$ cat src/rtl/cal_pkg.sv
package cal_pkg;
  localparam int NFIELD    = 7;
  localparam int F_SEC     = 0;
  localparam int F_MIN     = 1;
  localparam int F_HR      = 2;
  localparam int F_DATE    = 3;
  localparam int F_DOW     = 4;
  localparam int F_MON     = 5;
  localparam int F_YR      = 6;
  localparam int CTRL_ADDR = 7;
  localparam int C_FRZ     = 0;
  localparam int C_H24     = 1;
  localparam int C_RUNBK   = 2;

  typedef logic [NFIELD-1:0][7:0] cal_vec_t;

  // index 6 is the year, index 0 the seconds
  localparam cal_vec_t RESET_TIME = {8'h00, 8'h01, 8'h01, 8'h01, 8'h00, 8'h00, 8'h00};

  function automatic logic [6:0] bcd2bin(input logic [7:0] b);
    return 7'(b[7:4]) * 7'd10 + 7'(b[3:0]);
  endfunction

  function automatic logic [7:0] bin2bcd(input logic [6:0] v);
    logic [6:0] t;
    t = v / 7'd10;
    return {t[3:0], 4'(v - t * 7'd10)};
  endfunction

  function automatic logic is_leap(input logic [7:0] yr);
    logic [6:0] y;
    y = bcd2bin(yr);
    return y[1:0] == 2'b00;
  endfunction

  function automatic logic [4:0] days_in_month(input logic [7:0] mon, input logic [7:0] yr);
    case (bcd2bin(mon))
      7'd2:                      return is_leap(yr) ? 5'd29 : 5'd28;
      7'd4, 7'd6, 7'd9, 7'd11:   return 5'd30;
      default:                   return 5'd31;
    endcase
  endfunction

  // 24-hour BCD count to the visible hour code
  function automatic logic [7:0] hour_to_disp(input logic [7:0] h, input logic h24);
    logic [6:0] b;
    b = bcd2bin(h);
    if (h24)            return h;
    else if (b == 7'd0) return 8'h12;
    else if (b < 7'd12) return bin2bcd(b);
    else if (b == 7'd12) return 8'h92;
    else                return 8'h80 | bin2bcd(b - 7'd12);
  endfunction

  // visible hour code back to the 24-hour BCD count
  function automatic logic [7:0] disp_to_hour(input logic [7:0] v, input logic h24);
    logic [6:0] b;
    logic [6:0] h;
    b = bcd2bin({3'b000, v[4:0]});
    h = (b == 7'd12) ? 7'd0 : b;
    if (v[7]) h = h + 7'd12;
    return h24 ? v : bin2bcd(h);
  endfunction
endpackage

$ cat src/rtl/cal_advance.sv
module cal_advance import cal_pkg::*; (
  input  cal_vec_t cur,
  output cal_vec_t nxt
);
  logic [6:0] s, m, h, d, w, mo, y;
  logic [4:0] dim;
  logic sec_wrap, min_wrap, day_wrap, date_wrap, mon_wrap;

  always_comb begin
    s   = bcd2bin(cur[F_SEC]);
    m   = bcd2bin(cur[F_MIN]);
    h   = bcd2bin(cur[F_HR]);
    d   = bcd2bin(cur[F_DATE]);
    w   = bcd2bin(cur[F_DOW]);
    mo  = bcd2bin(cur[F_MON]);
    y   = bcd2bin(cur[F_YR]);
    dim = days_in_month(cur[F_MON], cur[F_YR]);
    sec_wrap  = s >= 7'd59;
    min_wrap  = sec_wrap && (m >= 7'd59);
    day_wrap  = min_wrap && (h >= 7'd23);
    date_wrap = day_wrap && (d >= 7'(dim));
    mon_wrap  = date_wrap && (mo >= 7'd12);
    nxt = cur;
    nxt[F_SEC] = sec_wrap ? 8'h00 : bin2bcd(s + 7'd1);
    if (sec_wrap) nxt[F_MIN] = (m >= 7'd59) ? 8'h00 : bin2bcd(m + 7'd1);
    if (min_wrap) nxt[F_HR]  = (h >= 7'd23) ? 8'h00 : bin2bcd(h + 7'd1);
    if (day_wrap) begin
      nxt[F_DOW]  = (w >= 7'd7) ? 8'h01 : bin2bcd(w + 7'd1);
      nxt[F_DATE] = date_wrap ? 8'h01 : bin2bcd(d + 7'd1);
    end
    if (date_wrap) nxt[F_MON] = mon_wrap ? 8'h01 : bin2bcd(mo + 7'd1);
    if (mon_wrap)  nxt[F_YR]  = (y >= 7'd99) ? 8'h00 : bin2bcd(y + 7'd1);
  end
endmodule

$ cat src/rtl/cal_counters.sv
module cal_counters import cal_pkg::*; (
  input  logic              clk,
  input  logic              rst_n,
  input  logic              adv_en,
  input  cal_vec_t          adv_val,
  input  logic [NFIELD-1:0] load_mask,
  input  cal_vec_t          load_val,
  output cal_vec_t          cnt
);
  always_ff @(posedge clk or negedge rst_n) begin
    if (!rst_n) begin
      cnt <= RESET_TIME;
    end else begin
      for (int i = 0; i < NFIELD; i++) begin
        if (load_mask[i])  cnt[i] <= load_val[i];
        else if (adv_en)   cnt[i] <= adv_val[i];
      end
    end
  end
endmodule

$ cat src/rtl/cal_user_regs.sv
module cal_user_regs import cal_pkg::*; #(
  parameter int ADDR_W = 4
) (
  input  logic              clk,
  input  logic              rst_n,
  input  logic              we,
  input  logic [ADDR_W-1:0] addr,
  input  logic [7:0]        wdata,
  input  logic              refresh,
  input  cal_vec_t          cnt,
  output logic [7:0]        rdata,
  output cal_vec_t          copy,
  output logic              freeze,
  output logic              hr24,
  output logic              run_bk,
  output logic              release_ev,
  output logic [NFIELD-1:0] load_mask,
  output cal_vec_t          load_val
);
  localparam int IDX_W = $clog2(NFIELD);

  logic              ctrl_wr, field_wr;
  logic [IDX_W-1:0]  idx;
  logic [NFIELD-1:0] dirty;
  cal_vec_t          disp;

  assign idx        = addr[IDX_W-1:0];
  assign ctrl_wr    = we && (addr == ADDR_W'(CTRL_ADDR));
  assign field_wr   = we && (addr < ADDR_W'(NFIELD));
  assign release_ev = ctrl_wr && freeze && !wdata[C_FRZ];
  assign load_mask  = release_ev ? dirty : '0;

  for (genvar i = 0; i < NFIELD; i++) begin : g_field
    if (i == F_HR) begin : g_hour
      assign disp[i]     = hour_to_disp(cnt[i], hr24);
      assign load_val[i] = disp_to_hour(copy[i], hr24);
    end else begin : g_plain
      assign disp[i]     = cnt[i];
      assign load_val[i] = copy[i];
    end
  end

  always_ff @(posedge clk or negedge rst_n) begin
    if (!rst_n) begin
      copy   <= RESET_TIME;
      dirty  <= '0;
      freeze <= 1'b0;
      hr24   <= 1'b1;
      run_bk <= 1'b0;
    end else begin
      if (ctrl_wr) begin
        freeze <= wdata[C_FRZ];
        hr24   <= wdata[C_H24];
        run_bk <= wdata[C_RUNBK];
      end
      if (release_ev) begin
        dirty <= '0;
      end else if (field_wr && freeze) begin
        copy[idx]  <= wdata;
        dirty[idx] <= 1'b1;
      end
      if (refresh && !freeze) copy <= disp;
    end
  end

  always_comb begin
    rdata = 8'h00;
    if (addr < ADDR_W'(NFIELD))           rdata = copy[idx];
    else if (addr == ADDR_W'(CTRL_ADDR))  rdata = {5'b00000, run_bk, hr24, freeze};
  end
endmodule

$ cat src/rtl/bcd_calendar_clock.sv
module bcd_calendar_clock import cal_pkg::*; #(
  parameter int ADDR_W = 4
) (
  input  logic              clk,
  input  logic              rst_n,
  input  logic              tick_1hz,
  input  logic              backup_mode,
  input  logic [ADDR_W-1:0] reg_addr,
  input  logic [7:0]        reg_wdata,
  input  logic              reg_we,
  output logic [7:0]        reg_rdata,
  output logic              update_pulse
);
  logic              adv_en, adv_q;
  logic              freeze, hr24, run_bk, release_ev;
  logic [NFIELD-1:0] load_mask;
  cal_vec_t          cnt, adv_val, copy, load_val;

  assign adv_en       = tick_1hz && (!backup_mode || run_bk);
  assign update_pulse = adv_q;

  always_ff @(posedge clk or negedge rst_n) begin
    if (!rst_n) adv_q <= 1'b0;
    else        adv_q <= adv_en;
  end

  cal_advance u_adv (
    .cur (cnt),
    .nxt (adv_val)
  );

  cal_counters u_cnt (
    .clk       (clk),
    .rst_n     (rst_n),
    .adv_en    (adv_en),
    .adv_val   (adv_val),
    .load_mask (load_mask),
    .load_val  (load_val),
    .cnt       (cnt)
  );

  cal_user_regs #(.ADDR_W(ADDR_W)) u_regs (
    .clk        (clk),
    .rst_n      (rst_n),
    .we         (reg_we),
    .addr       (reg_addr),
    .wdata      (reg_wdata),
    .refresh    (adv_q),
    .cnt        (cnt),
    .rdata      (reg_rdata),
    .copy       (copy),
    .freeze     (freeze),
    .hr24       (hr24),
    .run_bk     (run_bk),
    .release_ev (release_ev),
    .load_mask  (load_mask),
    .load_val   (load_val)
  );
endmodule

$ cat config.mk
export PLATFORM = sky130hd
export DESIGN_NAME = bcd_calendar_clock
export DESIGN_NICKNAME = d
export VERILOG_FILES = /design/src/rtl/cal_pkg.sv /design/src/rtl/cal_advance.sv /design/src/rtl/cal_counters.sv /design/src/rtl/cal_user_regs.sv /design/src/rtl/bcd_calendar_clock.sv
export SDC_FILE = /design/constraint.sdc
export NUM_CORES = 1
export LEC_CHECK = 0
export BUFFER_PORTS_ARGS = -buffer_cell sky130_fd_sc_hd__buf_4
export CAP_MARGIN = 20
export CELL_PAD_IN_SITES_DETAIL_PLACEMENT = 0
export CELL_PAD_IN_SITES_GLOBAL_PLACEMENT = 1
export CORE_MARGIN = 10
export CORE_UTILIZATION = 45
export CTS_BUF_LIST = sky130_fd_sc_hd__clkbuf_8 sky130_fd_sc_hd__clkbuf_16
export DETAILED_ROUTE_END_ITERATION = 6
export HOLD_SLACK_MARGIN = 0.15
export PLACE_DENSITY = 0.71
export SLEW_MARGIN = 20
export SYNTH_ARGS = -nofsm -noshare
export SYNTH_HDL_FRONTEND = slang
export SYNTH_SLANG_ARGS = --single-unit
$ cat constraint.sdc
create_clock -name clk -period 7.35 [get_ports clk]
set_clock_uncertainty 0.05 [all_clocks]
set_input_delay 2.205 -clock clk [delete_from_list [all_inputs] [get_ports clk]]
set_output_delay 2.205 -clock clk [all_outputs]
set_load 0.1 [all_outputs]
==> impl_metrics.json, run 1 <==
{
  "layout_commonest_cell": "nand2_1",
  "whs_ns": 0.438,
  "hold_violations": 0,
  "grt_pass1_wl_mm": 59.4,
  "ctsHoldBuffers": 0,
  "irDropWorstVdd_mv": 0.344,
  "cts_max_level": 4,
  "post-route-period-util_pct": 92.7,
  "rows": 61,
  "finalWirelength_mm": 36.8,
  "status": "completed",
  "ys_async_sr_fraction_pct": 100,
  "clk_latency_ns": 0.42,
  "worst_slack_ns": 0.537,
  "report.final.slew_viol_count": 0,
  "final_antenna_net_count": 0,
  "reg2reg_slack_ns": 0.54,
  "grt_max_degree": 64,
  "syn_to_final_growth_pct": 10.0,
  "die_area_um2": 35500,
  "max_cap_viol_count": 0,
  "clk_pin_slew_ns": 0.06,
  "overflow": 0,
  "core_um2": 27900,
  "reg2reg_to": "u_regs.copy[18]",
  "antenna_found_initial": 0,
  "cts_tree": "yes",
  "routedWlPerCell_um": 19.1,
  "critPathTopFamily": "adder cells",
  "placedInstanceArea_um2": 13400,
  "critPathRequiredTime_ns": 7.64,
  "crit_path_max_incr_delay_ns": 0.50,
  "startpoint_type": "flop",
  "cp_slowest_cell": "fa_2",
  "synth_ff_type": "dfrtp_1",
  "rsz0062_at_grt": "false",
  "cts_sinks": 123,
  "endpoint_kind": "flop",
  "dieHeight_um": 188,
  "drc": 0,
  "dieWidth_um": 188,
  "critical_path.max_fanout": 7,
  "post-route-util_pct": 50.4,
  "arrival_ns": 7.10,
  "cpMostUsedCell": "ha_1",
  "hold_path_depth": 1,
  "first_pass_iters": 5,
  "root_buffer": "clkbuf_16",
  "cts_buffers": 17,
  "portBuffers": 25,
  "synth_edf_count": 0,
  "syn-cell-area_um2": 12800,
  "r2r_cells": 33,
  "setup_viol": 0,
  "final.setup.tns_ns": 0,
  "min_path_type": "flop to flop",
  "synth.avg_cell_area_um2": 8.31,
  "hold_start": "u_regs.dirty[6]",
  "min_period_ns": 6.81,
  "final_cell_mix": "168 x nand2_1, 124 x nor2_1, 116 x dfrtp_1",
  "ys_ff_latch": 123,
  "viasPerCell": 5.91,
  "grt_pass1_vias": 10835,
  "drive_gt1_share_pct": 9.56,
  "power_leakage_nw": 6.31,
  "synthesis.nets": 1678,
  "dpl_worst_slack_ns": 0.250,
  "globalplace.congestion": 0.865,
  "worstMarginPinSlew_ns": 1.07,
  "pwr_density_cell_nw_per_um2": 494,
  "crit_type": "flop to flop",
  "diodes": 0,
  "slew_headroom_pct": 28.3,
  "cts_buffer_depth": 2,
  "final_net_count": 1679,
  "io_pins": 26,
  "start_util_pct": 45.8,
  "stdcell_area_um2": 14000,
  "syn_inst": 1534,
  "fmax_mhz": 147,
  "vias": 11376,
  "dp_hpwl_mm": 27.8,
  "ys_types": 100,
  "drt_iter0_markers": 854,
  "track_usage_pct": 20.3,
  "ys_warn_count": 0,
  "yosysSeqAreaShare_pct": 24.2,
  "crit_buf_inv": 4,
  "r2r_start": "u_cnt.cnt[23]",
  "hold_end": "u_regs.dirty[6]"
}
==> what timing repair did <==
action,CTS,global route
buffers inserted,0,0
gates resized for setup,0,8
endpoints found under the setup margin,0,2
==> sequential cells by signal, summed over array words and instances, names as in the netlist <==
register / cells
u_regs.freeze: 1
u_regs.hr24: 1
update_pulse: 1
u_cnt.cnt: 56
u_regs.copy: 56
u_regs.run_bk: 1
u_regs.dirty: 7
==> per-stage QoR <==
| stage | std cells | power [mW] |
|---|---|---|
| after floorplan | 1534 | 4.87 |
| after global placement | 1894 | 5.92 |
| after detailed placement | 1894 | 5.95 |
| after CTS | 1926 | 6.90 |
| after global routing | 1926 | 7.62 |
| final | 1926 | 6.93 |
==> kinds of logic after synthesis <==
kind of cell | count (synthesis) | share of synthesized area (%)
AND/OR/NAND/NOR | 510 | 19.4
AO/OA/AOI/OAI | 439 | 22.6
buffers and inverters | 135 | 4.05
adder cells (fa/ha/maj) | 132 | 14.3
flip-flops | 123 | 24.2
XOR/XNOR | 111 | 8.07
multiplexers | 84 | 7.39
==> per-layer routing <==
metal / track usage, % / part of all wire [%] / vias to the layer above / routed length (um)
li1: - / - / 5597 / -
met1: 27.9 / 47 / 5523 / 17400
met2: 33.1 / 47 / 220 / 17300
met3: 2.42 / 3.7 / 36 / 1350
met4: 5.37 / 1.9 / 0 / 705
met5: 0 / 0 / - / 0
==> synth_stat cells, types with 7 or more instances <==
cell	count	area (um^2)
nor2_1	124	465
nand2_1	168	631
mux2_2	11	124
xor2_1	31	272
a21oi_1	99	495
ha_1	103	1290
nand2b_1	12	75.1
nand4_1	14	87.6
dfrtp_1	116	2900
or3_1	9	56.3
a22oi_1	23	173
nand3b_1	8	60.1
nor3_1	32	160
a21o_1	19	143
and3_1	13	81.3
dfstp_2	7	184
nor4_1	12	75.1
mux2i_1	66	661
clkbuf_1	53	199
mux4_2	7	158
o22ai_1	12	75.1
o211ai_1	7	52.6
o21ai_0	113	566
o21ai_1	14	70.1
fa_1	24	480
xnor2_1	74	648
a221oi_1	7	61.3
inv_1	66	248
nor2b_1	12	75.1
and2_1	18	113
nand3_1	45	225
a211oi_1	25	188
a31oi_1	24	150
==> report_power, final <==
group / leakage (nW) / internal [mW] / switching, mW
sequential: 1.60 / 0.827 / 0.209
combinational: 4.39 / 2.07 / 2.90
clock: 0.313 / 0.602 / 0.318
total: 6.31 / 3.50 / 3.43
==> area by class of cell <==
| cell class | instances | area (um^2) |
|---|---|---|
| clock inverters | 11 | 165 |
| well taps | 378 | 473 |
| inverters | 71 | 269 |
| multi-input cells | 1276 | 9210 |
| repair buffers | 46 | 345 |
| flip-flops and latches | 123 | 3090 |
| fillers | 2712 | 13800 |
| clock buffers | 21 | 480 |
==> worst max path at each step <==
stage / end / cells past startpoint / startpoint
CTS: u_regs.copy[18] / 33 / u_cnt.cnt[23]
global route: u_regs.copy[18] / 33 / u_cnt.cnt[23]
finish: u_regs.copy[18] / 33 / u_cnt.cnt[23]
floorplan: reg_rdata[6] / 7 / reg_addr[2]
detailed placement: u_regs.copy[18] / 33 / u_cnt.cnt[23]
global placement: u_regs.copy[18] / 33 / u_cnt.cnt[23]
(Power assumes the default switching activity.)
==> inputs of run 2 (changes only) <==
--- a/config.mk
+++ b/config.mk
@@ -7,13 +7,14 @@
 export LEC_CHECK = 0
 export BUFFER_PORTS_ARGS = -buffer_cell sky130_fd_sc_hd__buf_4
 export CAP_MARGIN = 20
-export CELL_PAD_IN_SITES_DETAIL_PLACEMENT = 0
+export CELL_PAD_IN_SITES_DETAIL_PLACEMENT = 1
 export CELL_PAD_IN_SITES_GLOBAL_PLACEMENT = 1
 export CORE_MARGIN = 10
 export CORE_UTILIZATION = 45
 export CTS_BUF_LIST = sky130_fd_sc_hd__clkbuf_8 sky130_fd_sc_hd__clkbuf_16
 export DETAILED_ROUTE_END_ITERATION = 6
 export HOLD_SLACK_MARGIN = 0.15
+export MAX_ROUTING_LAYER = met4
 export PLACE_DENSITY = 0.71
 export SLEW_MARGIN = 20
 export SYNTH_ARGS = -nofsm -noshare
==> impl_metrics.json, run 2 (same netlist as run 1, synthesis figures left out) <==
{
  "status": "completed",
  "cp-endpoint": "u_regs.copy[18]",
  "fmax_mhz": 146,
  "cts_sinks": 123,
  "core_um2": 27900,
  "post-route-util_pct": 50.4,
  "dp_hpwl_mm": 30.4,
  "reg2reg_slack_ns": 0.50,
  "grt_pass1_wl_mm": 66.2,
  "worstMarginPinSlew_ns": 1.04,
  "antenna_found_initial": 0,
  "ctsHoldBuffers": 0,
  "min_period_ns": 6.85,
  "irDropWorstVdd_mv": 0.360,
  "diodes": 0,
  "dieWidth_um": 188,
  "overflow": 0,
  "setup_viol": 0,
  "grt_max_degree": 64,
  "portBuffers": 25,
  "dieHeight_um": 188,
  "power_leakage_nw": 6.32,
  "layout_commonest_cell": "nand2_1",
  "routedWlPerCell_um": 20.8,
  "finalWirelength_mm": 40.1,
  "drt_iter0_markers": 688,
  "crit_type": "flop to flop",
  "r2r_start": "u_cnt.cnt[21]",
  "arrival_ns": 7.14,
  "fill_cells": 3356,
  "finalPower_mw": 7.09,
  "drive_gt1_share_pct": 9.61,
  "min_path_type": "flop to flop",
  "multi_input_area_um2": 9240,
  "final_cell_mix": "168 x nand2_1, 124 x nor2_1, 115 x dfrtp_1",
  "seq_area_um2": 3090,
  "die_area_um2": 35500,
  "hold_violations": 0,
  "crit_path_max_incr_delay_ns": 0.50,
  "dp_cells": 1894,
  "start_util_pct": 45.8,
  "io_pins": 26,
  "cp_slowest_cell": "fa_2",
  "slew_headroom_pct": 29.8,
  "max_cap_viol_count": 0,
  "crit_start": "u_cnt.cnt[21]",
  "startpoint_type": "flop",
  "final_net_count": 1682,
  "root_buffer": "clkbuf_16",
  "post-route-period-util_pct": 93.2,
  "rows": 61,
  "report.final.slew_viol_count": 0,
  "globalplace.congestion": 0.879,
  "cts_max_level": 4,
  "r2r_cells": 33,
  "endpoint_kind": "flop",
  "cpMostUsedCell": "ha_1",
  "cts_buffers": 17,
  "viasPerCell": 6.09,
  "pwr_density_cell_nw_per_um2": 505,
  "first_pass_iters": 5,
  "clk_latency_ns": 0.42,
  "cts_tree": "yes",
  "critPathRequiredTime_ns": 7.64,
  "vias": 11753,
  "critical_path.max_fanout": 7,
  "reg_top3": "u_cnt.cnt (56), u_regs.copy (56), u_regs.dirty (7)",
  "track_usage_pct": 23.4,
  "final_antenna_net_count": 0,
  "grt_pass1_vias": 12060,
  "syn_to_final_growth_pct": 10.1,
  "reg2reg_to": "u_regs.copy[18]",
  "hold_start": "u_regs.dirty[6]",
  "drc": 0,
  "fin_cells": 1929,
  "cts_buffer_depth": 2,
  "clk_pin_slew_ns": 0.06
}
## run 2: metrics by stage
| step | setup WS [ns] | hold WS, ns | cell area (um^2) | setup TNS, ns |
|---|---|---|---|---|
| after CTS | 0.0886 | 0.433 | 13900 | 0 |
| after floorplan | 0.377 | 0.391 | 12800 | 0 |
| after global placement | 0.368 | 0.411 | 13400 | 0 |
| after detailed placement | 0.152 | 0.420 | 13400 | 0 |
| final | 0.498 | 0.442 | 14000 | 0 |
| after global routing | -0.0291 | 0.465 | 14000 | -0.0291 |
## run 2: per-layer routing
metal / global-route usage [%] / vias to the layer above / routed length (um)
met4: 7.30 / 0 / 1020
met2: 37.8 / 192 / 19400
met3: 2.40 / 53 / 1130
met5: - / - / 0
li1: - / 5600 / -
met1: 30.2 / 5908 / 18600
## run 2: worst max-delay path, delay by kind of cell (launching register included)
family / cells / cell delay [ns]
AND/OR/NAND/NOR: 11 / 1.70
flip-flops: 1 / 0.45
buffers and inverters: 4 / 0.25
adder cells (fa/ha/maj): 7 / 2.09
AO/OA/AOI/OAI: 9 / 1.68
XOR/XNOR: 2 / 0.53
## run 2: layout make-up
cell class	count	share of cell area, %
clock inverters	14	1.01
inverters	71	1.92
well taps	378	3.37
clock buffers	18	3.13
multi-input cells	1276	65.8
flip-flops and latches	123	22.0
repair buffers	49	2.76
## run 2: worst min-delay path by stage
| stage | endpoint | depth (start not counted) |
|---|---|---|
| global placement | u_regs.dirty[6] | 1 |
| finish | u_regs.dirty[6] | 1 |
| detailed placement | u_regs.dirty[6] | 1 |
| global route | u_regs.dirty[6] | 1 |
| floorplan | u_regs.dirty[6] | 1 |
| CTS | u_regs.dirty[6] | 1 |
## run 2: repair_timing
action,in CTS,in global routing
gates resized for setup,0,13
setup buffers,0,2
setup endpoints to repair,0,3
## run 2: report_power, final
part | switching (mW) | internal (mW) | total (mW)
clock network | 0.309 | 0.531 | 0.840
registers | 0.215 | 0.827 | 1.04
logic | 3.05 | 2.16 | 5.21
total | 3.57 | 3.52 | 7.09
==> inputs of run 3 (changes only) <==
--- a/config.mk
+++ b/config.mk
@@ -9,7 +9,7 @@
 export CAP_MARGIN = 20
 export CELL_PAD_IN_SITES_DETAIL_PLACEMENT = 1
 export CELL_PAD_IN_SITES_GLOBAL_PLACEMENT = 1
-export CORE_MARGIN = 10
+export CORE_MARGIN = 2
 export CORE_UTILIZATION = 45
 export CTS_BUF_LIST = sky130_fd_sc_hd__clkbuf_8 sky130_fd_sc_hd__clkbuf_16
 export DETAILED_ROUTE_END_ITERATION = 6
==> impl_metrics.json, run 3 (same netlist as run 1, synthesis figures left out) <==
{
  "root_buffer": "clkbuf_16",
  "dp_cells": 1894,
  "reg2reg_slack_ns": 0.42,
  "power_leakage_nw": 6.29,
  "layout_commonest_cell": "nand2_1",
  "final_net_count": 1681,
  "cp_slowest_cell": "nor4_1",
  "finalWirelength_mm": 39.9,
  "cp.depth": 33,
  "grt_pass1_wl_mm": 64.6,
  "post-route-util_pct": 50.3,
  "cts_max_level": 4,
  "post-route-period-util_pct": 94.3,
  "crit_type": "flop to flop",
  "cts_sinks": 123,
  "final_antenna_net_count": 0,
  "met3_usage_pct": 3.69,
  "grt_pass1_vias": 11870,
  "core_um2": 27900,
  "final_cell_mix": "168 x nand2_1, 124 x nor2_1, 115 x dfrtp_1",
  "rows": 61,
  "fin_cells": 1928,
  "overflow": 0,
  "crit_buf_inv": 5,
  "endpoint_kind": "flop",
  "pwr_density_cell_nw_per_um2": 508,
  "multi_input_area_um2": 9240,
  "whs_ns": 0.425,
  "portBuffers": 25,
  "grt-busiest-layer": "met2",
  "cts_tree": "yes",
  "antenna_found_initial": 0,
  "syn_to_final_growth_pct": 9.91,
  "viasPerCell": 6.10,
  "global_route.usage.met1_pct": 37.4,
  "clk_pin_slew_ns": 0.06,
  "drive_gt1_share_pct": 9.68,
  "min_period_ns": 6.93,
  "hold_path_depth": 1,
  "cts_buffer_depth": 2,
  "cts_buffers": 17,
  "die_area_um2": 29700,
  "status": "completed",
  "io_pins": 26,
  "drc": 0,
  "startpoint_type": "flop",
  "max_cap_viol_count": 0,
  "report.final.slew_viol_count": 0,
  "drt_iter0_markers": 911,
  "reg_top3": "u_cnt.cnt (56), u_regs.copy (56), u_regs.dirty (7)",
  "diodes": 0,
  "track_usage_pct": 28.4,
  "fmax_mhz": 144,
  "grt_use_met2_pct": 46.5,
  "slew_headroom_pct": 39.7,
  "crit_path_max_incr_delay_ns": 0.51,
  "worstMarginPinSlew_ns": 0.901,
  "cpMostUsedCell": "ha_1",
  "critPathTopFamily": "simple AND/OR/NAND/NOR gates",
  "dp_hpwl_mm": 30.3,
  "critical_path.max_fanout": 9,
  "vias": 11765,
  "grt_max_degree": 68,
  "setup_viol": 0,
  "hold_violations": 0,
  "irDropWorstVdd_mv": 0.300,
  "seq_area_um2": 3090,
  "clk_latency_ns": 0.42,
  "r2r_cells": 33,
  "dieHeight_um": 172,
  "start_util_pct": 45.8,
  "dieWidth_um": 172,
  "globalplace.congestion": 0.933,
  "critPathRequiredTime_ns": 7.63,
  "arrival_ns": 7.21,
  "first_pass_iters": 5,
  "routedWlPerCell_um": 20.7,
  "min_path_type": "flop to flop",
  "fill_cells": 3349
}
==> run 3: cell count changes in the layout (fill, tap and decap cells not counted), sizes merged <==
cell / change
buf: -1
bufinv: -1
clkbuf: +2
clkinv: +2
clkinvlp: +1
inv: -4
==> run 3: worst paths after layout <==
| kind | startpoint | end |
|---|---|---|
| worst max-delay path | u_cnt.cnt[21] | u_regs.copy[18] |
| worst min-delay path | u_regs.dirty[6] | u_regs.dirty[6] |
| worst max register to register | u_cnt.cnt[21] | u_regs.copy[18] |
| worst min register to register | u_regs.dirty[6] | u_regs.dirty[6] |
| max in group asynchronous | rst_n | u_regs.copy[18] |
| min in group asynchronous | rst_n | u_cnt.cnt[16] |
==> run 3: power breakdown <==
| group | switching, mW | leakage (nW) | internal (mW) |
|---|---|---|---|
| registers | 0.215 | 1.60 | 0.827 |
| logic | 3.08 | 4.40 | 2.15 |
| clock network | 0.319 | 0.292 | 0.523 |
| total | 3.62 | 6.29 | 3.50 |
==> run 3: cell type report <==
class	instances	share of cell area (%)
multi-input cells	1276	65.9
repair buffers	48	2.57
flip-flops and latches	123	22.0
clock buffers	20	3.33
well taps	378	3.37
clock inverters	12	0.893
inverters	71	1.92
==> run 3: through the flow <==
| stage | power (mW) | setup TNS (ns) | cell area, um^2 | worst slack [ns] |
|---|---|---|---|---|
| floorplan | 4.87 | 0 | 12800 | 0.377 |
| global placement | 5.96 | 0 | 13400 | 0.540 |
| detailed placement | 6.13 | 0 | 13400 | 0.291 |
| CTS | 7.02 | 0 | 13900 | 0.246 |
| global route | 7.82 | -0.0378 | 14000 | -0.0378 |
| finish | 7.12 | 0 | 14000 | 0.421 |
==> run 3: what timing repair did <==
action | in CTS | in global routing
hold buffers | 0 | 0
endpoints found under the hold margin | 0 | 0
gates resized for setup | 0 | 10
setup endpoints to repair | 0 | 2
setup buffers | 0 | 2
==> run 3: layer usage <==
metal	share of wire (%)	vias up	wire length [um]
li1	-	5589	-
met1	47	5943	18600
met2	48	183	19300
met3	3.1	50	1220
met4	2.1	0	826
met5	0	-	0
